## src/rtl/fwd_pkg.sv

```systemverilog
package fwd_pkg;
  typedef enum logic [1:0] {
    BYP_RF  = 2'd0,
    BYP_EX  = 2'd1,
    BYP_MEM = 2'd2,
    BYP_WB  = 2'd3
  } byp_sel_e;

  // producer order: index 0 youngest (execute) .. NUM_PROD-1 oldest (writeback)
  localparam int unsigned NUM_PROD = 3;
  localparam int unsigned SEL_W    = 2;
endpackage

```

## src/rtl/fwd_src_match.sv

```systemverilog
module fwd_src_match #(
  parameter int unsigned REG_W = 5
) (
  input  logic [REG_W-1:0] rs_i,
  input  logic [REG_W-1:0] rd_i,
  input  logic             we_i,
  output logic             hit_o
);
  assign hit_o = we_i && (rd_i == rs_i) && (rs_i != '0);
endmodule

```

## src/rtl/fwd_operand_sel.sv

```systemverilog
module fwd_operand_sel
  import fwd_pkg::*;
#(
  parameter int unsigned REG_W = 5
) (
  input  logic [REG_W-1:0]          rs_i,
  input  logic [NUM_PROD*REG_W-1:0] prod_rd_i,
  input  logic [NUM_PROD-1:0]       prod_we_i,
  input  logic                      ex_load_i,
  output byp_sel_e                  sel_o,
  output logic                      load_use_o
);
  logic [NUM_PROD-1:0] hit;

  for (genvar p = 0; p < NUM_PROD; p++) begin : g_prod
    fwd_src_match #(.REG_W(REG_W)) i_match (
      .rs_i  (rs_i),
      .rd_i  (prod_rd_i[p*REG_W +: REG_W]),
      .we_i  (prod_we_i[p]),
      .hit_o (hit[p])
    );
  end

  // oldest first so the youngest hit overrides
  always_comb begin
    sel_o = BYP_RF;
    for (int p = NUM_PROD - 1; p >= 0; p--) begin
      if (hit[p]) sel_o = byp_sel_e'(SEL_W'(p + 1));
    end
  end

  assign load_use_o = hit[0] && ex_load_i;
endmodule

```

## src/rtl/fwd_stall_ctrl.sv

```systemverilog
module fwd_stall_ctrl
  import fwd_pkg::*;
#(
  parameter int unsigned REG_W   = 5,
  parameter int unsigned NUM_SRC = 2
) (
  input  logic [NUM_SRC*REG_W-1:0] dec_rs_i,
  input  logic [REG_W-1:0]         ex_rd_i,
  input  logic                     ex_we_i,
  input  logic                     ex_load_i,
  input  logic [REG_W-1:0]         mem_rd_i,
  input  logic                     mem_we_i,
  input  logic [REG_W-1:0]         wb_rd_i,
  input  logic                     wb_we_i,
  output logic [NUM_SRC*SEL_W-1:0] byp_sel_o,
  output logic                     hold_o,
  output logic                     bubble_o
);
  logic [NUM_PROD*REG_W-1:0] prod_rd;
  logic [NUM_PROD-1:0]       prod_we;
  logic [NUM_SRC-1:0]        load_use;

  assign prod_rd = {wb_rd_i, mem_rd_i, ex_rd_i};
  assign prod_we = {wb_we_i, mem_we_i, ex_we_i};

  for (genvar s = 0; s < NUM_SRC; s++) begin : g_src
    byp_sel_e sel;
    fwd_operand_sel #(.REG_W(REG_W)) i_opsel (
      .rs_i       (dec_rs_i[s*REG_W +: REG_W]),
      .prod_rd_i  (prod_rd),
      .prod_we_i  (prod_we),
      .ex_load_i  (ex_load_i),
      .sel_o      (sel),
      .load_use_o (load_use[s])
    );
    assign byp_sel_o[s*SEL_W +: SEL_W] = sel;
  end

  assign hold_o   = |load_use;
  assign bubble_o = |load_use;
endmodule

```

## config.mk

```make
export PLATFORM = sky130hd
export DESIGN_NAME = fwd_stall_ctrl
export DESIGN_NICKNAME = d
export VERILOG_FILES = /design/src/rtl/fwd_pkg.sv /design/src/rtl/fwd_src_match.sv /design/src/rtl/fwd_operand_sel.sv /design/src/rtl/fwd_stall_ctrl.sv
export SDC_FILE = /design/constraint.sdc
export NUM_CORES = 1
export LEC_CHECK = 0
export ABC_AREA = 1
export BUFFER_PORTS_ARGS = -buffer_cell sky130_fd_sc_hd__buf_2
export CAP_MARGIN = 20
export CORE_MARGIN = 5
export CORE_UTILIZATION = 49
export DETAILED_ROUTE_END_ITERATION = 8
export PLACE_DENSITY = 0.82
export SYNTH_ARGS = -nofsm -noshare
export SYNTH_HDL_FRONTEND = slang
export SYNTH_HIERARCHICAL = 1
export SYNTH_SLANG_ARGS = --single-unit
```

## constraint.sdc

```tcl
create_clock -name vclk -period 0.9
set_clock_uncertainty 0.1 [all_clocks]
set_input_delay 0.045 -clock vclk [all_inputs]
set_output_delay 0.045 -clock vclk [all_outputs]
set_load 0.01 [all_outputs]
```

==> results of run 1 <==
synthesized netlist by cell type:
cell,count,area share [%]
xnor2_1,6,7.3
buf_4,1,1.0
a21oi_1,6,4.2
nand3_1,12,8.4
nand2_1,73,38
inv_1,44,23
inv_2,6,3.1
nor2_1,28,15
logic make-up after synthesis:
logic type / synth area share (%)
compound gates: 4.19
xor+xnor: 7.33
buf+inv: 27.2
simple gates: 61.3
what timing repair did:
item,CTS
pin swaps,38
gates cloned,2
endpoints found under the setup margin,6
buffers inserted,2
gates resized for setup,63
stage by stage:
stage          hold WS, ps  instances  cell area (um^2)
3_5_place_dp           386        227               926
2_1_floorplan          168        176               724
4_1_cts                394        231              1200
3_3_place_gp           363        227               926
==> results.md, run 1 <==
- Mapped Cells: 176
- Largest net degree at the start of global routing: 7
- Hold-fix buffers, CTS: 0
- Mapped Avg Cell Area: 4.07 um^2
- Halt Stage: global routing
- Post-synthesis sequential area ratio: 0%
- I/O pin count: 35
- Die Height: 48.3 um
- Yosys warning total: 6
- Row cnt: 13
- Starting Density: 53.1%
- Err: [ERROR DPL-0038] Utilization greater than 100%, impossible to legalize
- Post-synth net total: 205
- Chip width: 48.3 um
- Outcome: aborted with a tool error
- Dpl ws: -270 ps
- Final GP Congestion: 0.821
- Worst endpoint type: output port
- Synth Cell Area: 717 um^2
- Worst setup endpoint GRT: hold_o
- Post-DP HPWL: 1880 um
- I/O Buffers: 35
- Post-synth cell types: 8
==> run 2: changes to the inputs <==
--- a/config.mk
+++ b/config.mk
@@ -8,10 +8,10 @@
 export ABC_AREA = 1
 export BUFFER_PORTS_ARGS = -buffer_cell sky130_fd_sc_hd__buf_2
 export CAP_MARGIN = 20
-export CORE_MARGIN = 5
-export CORE_UTILIZATION = 49
+export CORE_AREA = 5 5 66 68
 export DETAILED_ROUTE_END_ITERATION = 8
-export PLACE_DENSITY = 0.82
+export DIE_AREA = 0 0 71 73
+export PLACE_DENSITY_LB_ADDON = 0.15
 export SYNTH_ARGS = -nofsm -noshare
 export SYNTH_HDL_FRONTEND = slang
 export SYNTH_HIERARCHICAL = 1
==> run 2 against run 1 <==
  * The flow now finishes, with violations (negative setup slack)
  * Synthesized area unchanged
  * Synthesized cell count unchanged
==> results.md, run 2 <==
- Sw Ratio: 48.3%
- Min-delay worst type: input port to output pin
- Max Freq: 918 MHz
- Routed Antenna Nets: 0
- Initial antenna violation count: 0
- DRC violations left: 0
- DR vias/cell: 3.81
- Crit path max fanout: 5
- Worst EP arrival: 940 ps
- Slew HR: 88.5%
- Max Slew Vio Count: 0
- Number of antenna diodes: 0
- CP Buf/Inv Count: 3
- Commonest non-fill, non-tap cell in the layout: nand2_1
- CP delay by family, top: simple AND/OR/NAND/NOR gates
- Combinational Power Share: 100.0%
- Leak: 0.000794 uW
- Largest net degree at the start of global routing: 10
- All-layer global routing usage: 9.75%
- Most frequent cells after synthesis: 73 x nand2_1, 44 x inv_1, 28 x nor2_1
- Most numerous cell in the Yosys netlist: nand2_1
- Final Total Pwr: 541 uW
- Post-DP HPWL: 2140 um
- Hold slack: 357 ps
- Total Nets Final: 247
- Failing checks: negative setup slack
- Fin crit period: 1090 ps
- Die Height: 73 um
- Vias in the first global route: 893
- Post-synth net total: 205
- Vias: 1014
- I/O pin count: 35
- CP max stage cell: a21oi_2
- Highest-count cells in the layout ignoring fill and taps: 64 x nand2_1, 26 x inv_1, 21 x inv_2, 15 x buf_2, 14 x nor2_1
- HP Start: ex_load_i
- Final setup TNS: -985 ps
- Share of layout cells above drive strength 1: 44.0%
- Final setup violation count: 6
- Pint: 280 uW
- Yosys warning total: 6
- Final worst slack: -189 ps
- Post-synthesis sequential area ratio: 0%
- Mapped Cells: 176
- Worst vdd ir: 148 uV
- Max-cap check violation count: 0
- CP Class: input port to output pin
- Synth Cell Area: 717 um^2
- Mapped Avg Cell Area: 4.07 um^2
- Synth area leader: nand2_1
- Max incr delay on CP: 150 ps
- Row cnt: 23
- Pwr Density: 405 mW/mm^2
- Routed WL per cell: 10.2 um
- Starting Density: 18.9%
- Outcome: complete, but fails checks
- Worst Setup SP: dec_rs_i[6]
- Final wirelength: 2710 um
- Crit-path cells: buf_12, buf_6, nor2_4, nand3_2, a21oi_2, nor2_2, nor2_2, nor2_2, buf_2
- RSZ-0062 raised after global routing: true
- Worst Path Required: 750 ps
- First-pass GRT wire length: 4150 um
- FF/Latch Area: 0 um^2
- Clock buffer count: 0
- Synthesis-to-layout area growth: 86.4%
- Post-synth cell types: 8
- Sequential power share: 0%
- Chip width: 71 um
- Clock power share: 0%
- CORE AREA: 0.00380 mm^2
- Crit end category: output pin
- CP Launch Type: input port
- Most used cell, CP: nor2_2
- Final GP Congestion: 0.750
- Drt first pass iters: 4
- Core Util, Final: 35.2%
- FF+latch count: 0
- Die area: 0.00518 mm^2
- Top cell type's share of synthesized area: 38.2%
- GR Overflow Total: 0
- Net Switching: 261 uW
- Dominant cells by area after synthesis: nand2_1 38%, inv_1 23%, nor2_1 15%
- I/O Buffers: 35
- DR iter-0 viols: 14
- Fin crit share: 121%
- Hold Fails Final Rpt: 0
- Worst-Margin Slew: 173 ps
==> run 2: cell counts after synthesis <==
No cell type changed its count.
==> run 2: path summary, 6_finish.rpt <==
check                 depth (start not counted)  slack, ps            to
worst max-delay path                          9       -190  byp_sel_o[3]
worst min-delay path                          6        360        hold_o
==> run 2: power groups by stage <==
stage | Combinational (uW) | Clock [uW] | Sequential (uW)
2_1_floorplan | 195 | 0 | 0
6_report | 541 | 0 | 0
5_1_grt | 604 | 0 | 0
3_3_place_gp | 375 | 0 | 0
3_5_place_dp | 374 | 0 | 0
4_1_cts | 455 | 0 | 0
==> run 2: cell type report <==
cell class	instances	area, um^2
Multi-Input combinational cell	125	633
Inverter	50	195
Timing Repair Buffer	41	445
Fill cell	462	2460
Tap cell	50	62.6
==> run 2: kinds of logic (layout without fill, tap and decap cells) <==
kind of cell / count (synthesis) / in the layout / synth area share [%]
xor+xnor: 6 / 6 / 7.33
simple gates: 113 / 113 / 61.3
compound gates: 6 / 6 / 4.19
buf+inv: 51 / 91 / 27.2
==> run 2: per-layer routing <==
metal,track usage [%],part of all wire (%)
met5,0,0
met4,0,0
met3,0.826,3.0
met2,17.5,50
met1,13.5,47
==> run 2: what timing repair did <==
| item | 4_1_cts | 5_1_grt |
|---|---|---|
| hold buffers | 0 | 0 |
| cloned | 1 | 1 |
| setup endpoints to repair | 6 | 6 |
| pin swaps | 27 | 40 |
| gates resized for setup | 45 | 59 |
| buffers inserted | 0 | 0 |
==> run 2: metrics by stage <==
step | instances | setup slack [ps] | area [um^2]
floorplan | 176 | -12.7 | 724
detailed placement | 264 | -301 | 985
global placement | 264 | -317 | 985
CTS | 265 | -214 | 1150
finish | 266 | -189 | 1340
global route | 266 | -293 | 1340
==> run 2: worst min-delay path, stage by stage <==
cell	delay [ps]
buf_2	90
nand2_1	40
inv_1	40
inv_1	40
nand2_2	70
buf_6	100
Note: power is estimated with default switching activity, not from simulation.
==> run 3: changes to the inputs <==
--- a/config.mk
+++ b/config.mk
@@ -7,7 +7,7 @@
 export LEC_CHECK = 0
 export ABC_AREA = 1
 export BUFFER_PORTS_ARGS = -buffer_cell sky130_fd_sc_hd__buf_2
-export CAP_MARGIN = 20
+export CAP_MARGIN = 25
 export CORE_AREA = 5 5 66 68
 export DETAILED_ROUTE_END_ITERATION = 8
 export DIE_AREA = 0 0 71 73
==> constraint.sdc (replaced) <==
create_clock -name vclk -period 1.26
set_clock_uncertainty 0.1 [all_clocks]
set_input_delay 0.063 -clock vclk [all_inputs]
set_output_delay 0.063 -clock vclk [all_outputs]
set_load 0.01 [all_outputs]
==> run 3 against run 2 <==
  * Critical path type unchanged
  * Critical path depth increased by 1
  * Total power decreased by 43%
  * The flow now finishes without violations
  * Combinational power decreased by 43%
  * Setup slack improved by 330 ps
==> results.md, run 3 (synthesized netlist as in run 2, its figures left out) <==
- Outcome: finished clean
- Worst-Margin Slew: 209 ps
- CP Class: input port to output pin
- Die Height: 73 um
- Fin crit period: 1120 ps
- Total Nets Final: 244
- Number of antenna diodes: 0
- Max Freq: 890 MHz
- Slew HR: 86.0%
- Sw Ratio: 52.8%
- Max Slew Vio Count: 0
- DR vias/cell: 3.76
- Hold-fix buffers, CTS: 0
- Net Switching: 162 uW
- Initial antenna violation count: 0
- Drt first pass iters: 4
- Vias in the first global route: 878
- CP Launch Type: input port
- CORE AREA: 0.00380 mm^2
- Crit-path cells: buf_4, inv_1, nand2_1, nand2_1, nor2_1, nand3_1, nor2_1, nor2_1, nor2_1, buf_2
- Hold Fails Final Rpt: 0
- Max-cap check violation count: 0
- FF+latch count: 0
- CP Buf/Inv Count: 3
- Final setup violation count: 0
- Worst Setup SP: mem_rd_i[1]
- Min-delay worst type: input port to output pin
- DRC violations left: 0
- Post-DP HPWL: 2130 um
- Filler cell count in the final layout: 484
- Pwr Density: 278 mW/mm^2
- Synthesis-to-layout area growth: 54.3%
- Routed WL per cell: 9.36 um
- Starting Density: 18.9%
- Worst Setup EP: byp_sel_o[3]
- Final Total Pwr: 307 uW
- Worst EP arrival: 960 ps
- Chip width: 71 um
- FF/Latch Area: 0 um^2
- Crit path max fanout: 4
- Crit end category: output pin
- Sequential power share: 0%
- Share of layout cells above drive strength 1: 28.2%
- Leak: 0.000731 uW
- I/O Buffers: 35
- Final wirelength: 2460 um
- Vias: 990
- Commonest non-fill, non-tap cell in the layout: nand2_1
- I/O pin count: 35
- First-pass GRT wire length: 3930 um
- Combinational Power Share: 100.0%
- Final GP Congestion: 0.810
- Clock buffer count: 0
- Routed Antenna Nets: 0
- Pint: 145 uW
- Clock power share: 0%
- Worst Path Required: 1100 ps
- Most used cell, CP: nor2_1
- Highest-count cells in the layout ignoring fill and taps: 71 x nand2_1, 40 x inv_1, 21 x nor2_1, 20 x buf_2, 11 x nand3_1
- Final setup TNS: 0 ps
- Stages on the worst setup path: 10
- Largest net degree at the start of global routing: 10
- All-layer global routing usage: 9.32%
- CP delay by family, top: simple AND/OR/NAND/NOR gates
- CP max stage cell: nor2_1
- GR Overflow Total: 0
- Fin crit share: 89.2%
- DR iter-0 viols: 37
- Worst vdd ir: 90.0 uV
- Die area: 0.00518 mm^2
- Max incr delay on CP: 180 ps
- Row cnt: 23
## run 3: changes by cell type in the layout (fill, tap and decap cells not counted), sizes merged
cell / change
clkbuf: -1
buf: -2
## run 3: what timing repair did
action | 4_1_cts | 5_1_grt
pin swaps | 0 | 22
endpoints found under the setup margin | 2 | 6
resized for setup | 1 | 54
buffers inserted | 0 | 2
gates cloned | 0 | 0
## run 3: worst min path at each step
stage	start	to	depth (start not counted)
after detailed placement	ex_load_i	bubble_o	6
after global placement	ex_load_i	bubble_o	6
final	ex_load_i	bubble_o	6
after floorplan	ex_load_i	bubble_o	4
after CTS	ex_load_i	bubble_o	6
after global routing	ex_load_i	hold_o	6
## run 3: power by group through the flow
stage	clock network [uW]	logic, uW	registers (uW)
floorplan	0	138	0
global placement	0	261	0
detailed placement	0	260	0
CTS	0	261	0
global route	0	348	0
finish	0	307	0
## run 3: stage by stage
stage               cell area, um^2  worst slack [ps]  cells  util [%]  hold WS [ps]
floorplan                       717               253    176         -           217
global placement                955             -18.1    261      25.1           407
detailed placement              955             -34.3    261      25.1           411
CTS                             957              11.3    261      25.2           413
global route                   1110             -12.5    263      29.1           465
finish                         1110               136    263      29.1           398
## run 3: cell type report
cell class,instances,area (um^2),share of cell area (%)
Timing Repair Buffer,38,294,26.6
Inverter,50,188,17.0
Multi-Input combinational cell,125,562,50.8
Tap cell,50,62.6,5.66
## run 3: routing by layer
layer  global-route usage, %  wire, um  vias up
met5                       0         0        -
met4                       0         0        0
met3                   0.689        85        0
met2                    17.5      1190       17
met1                    12.3      1180      402
li1                        -         -      571
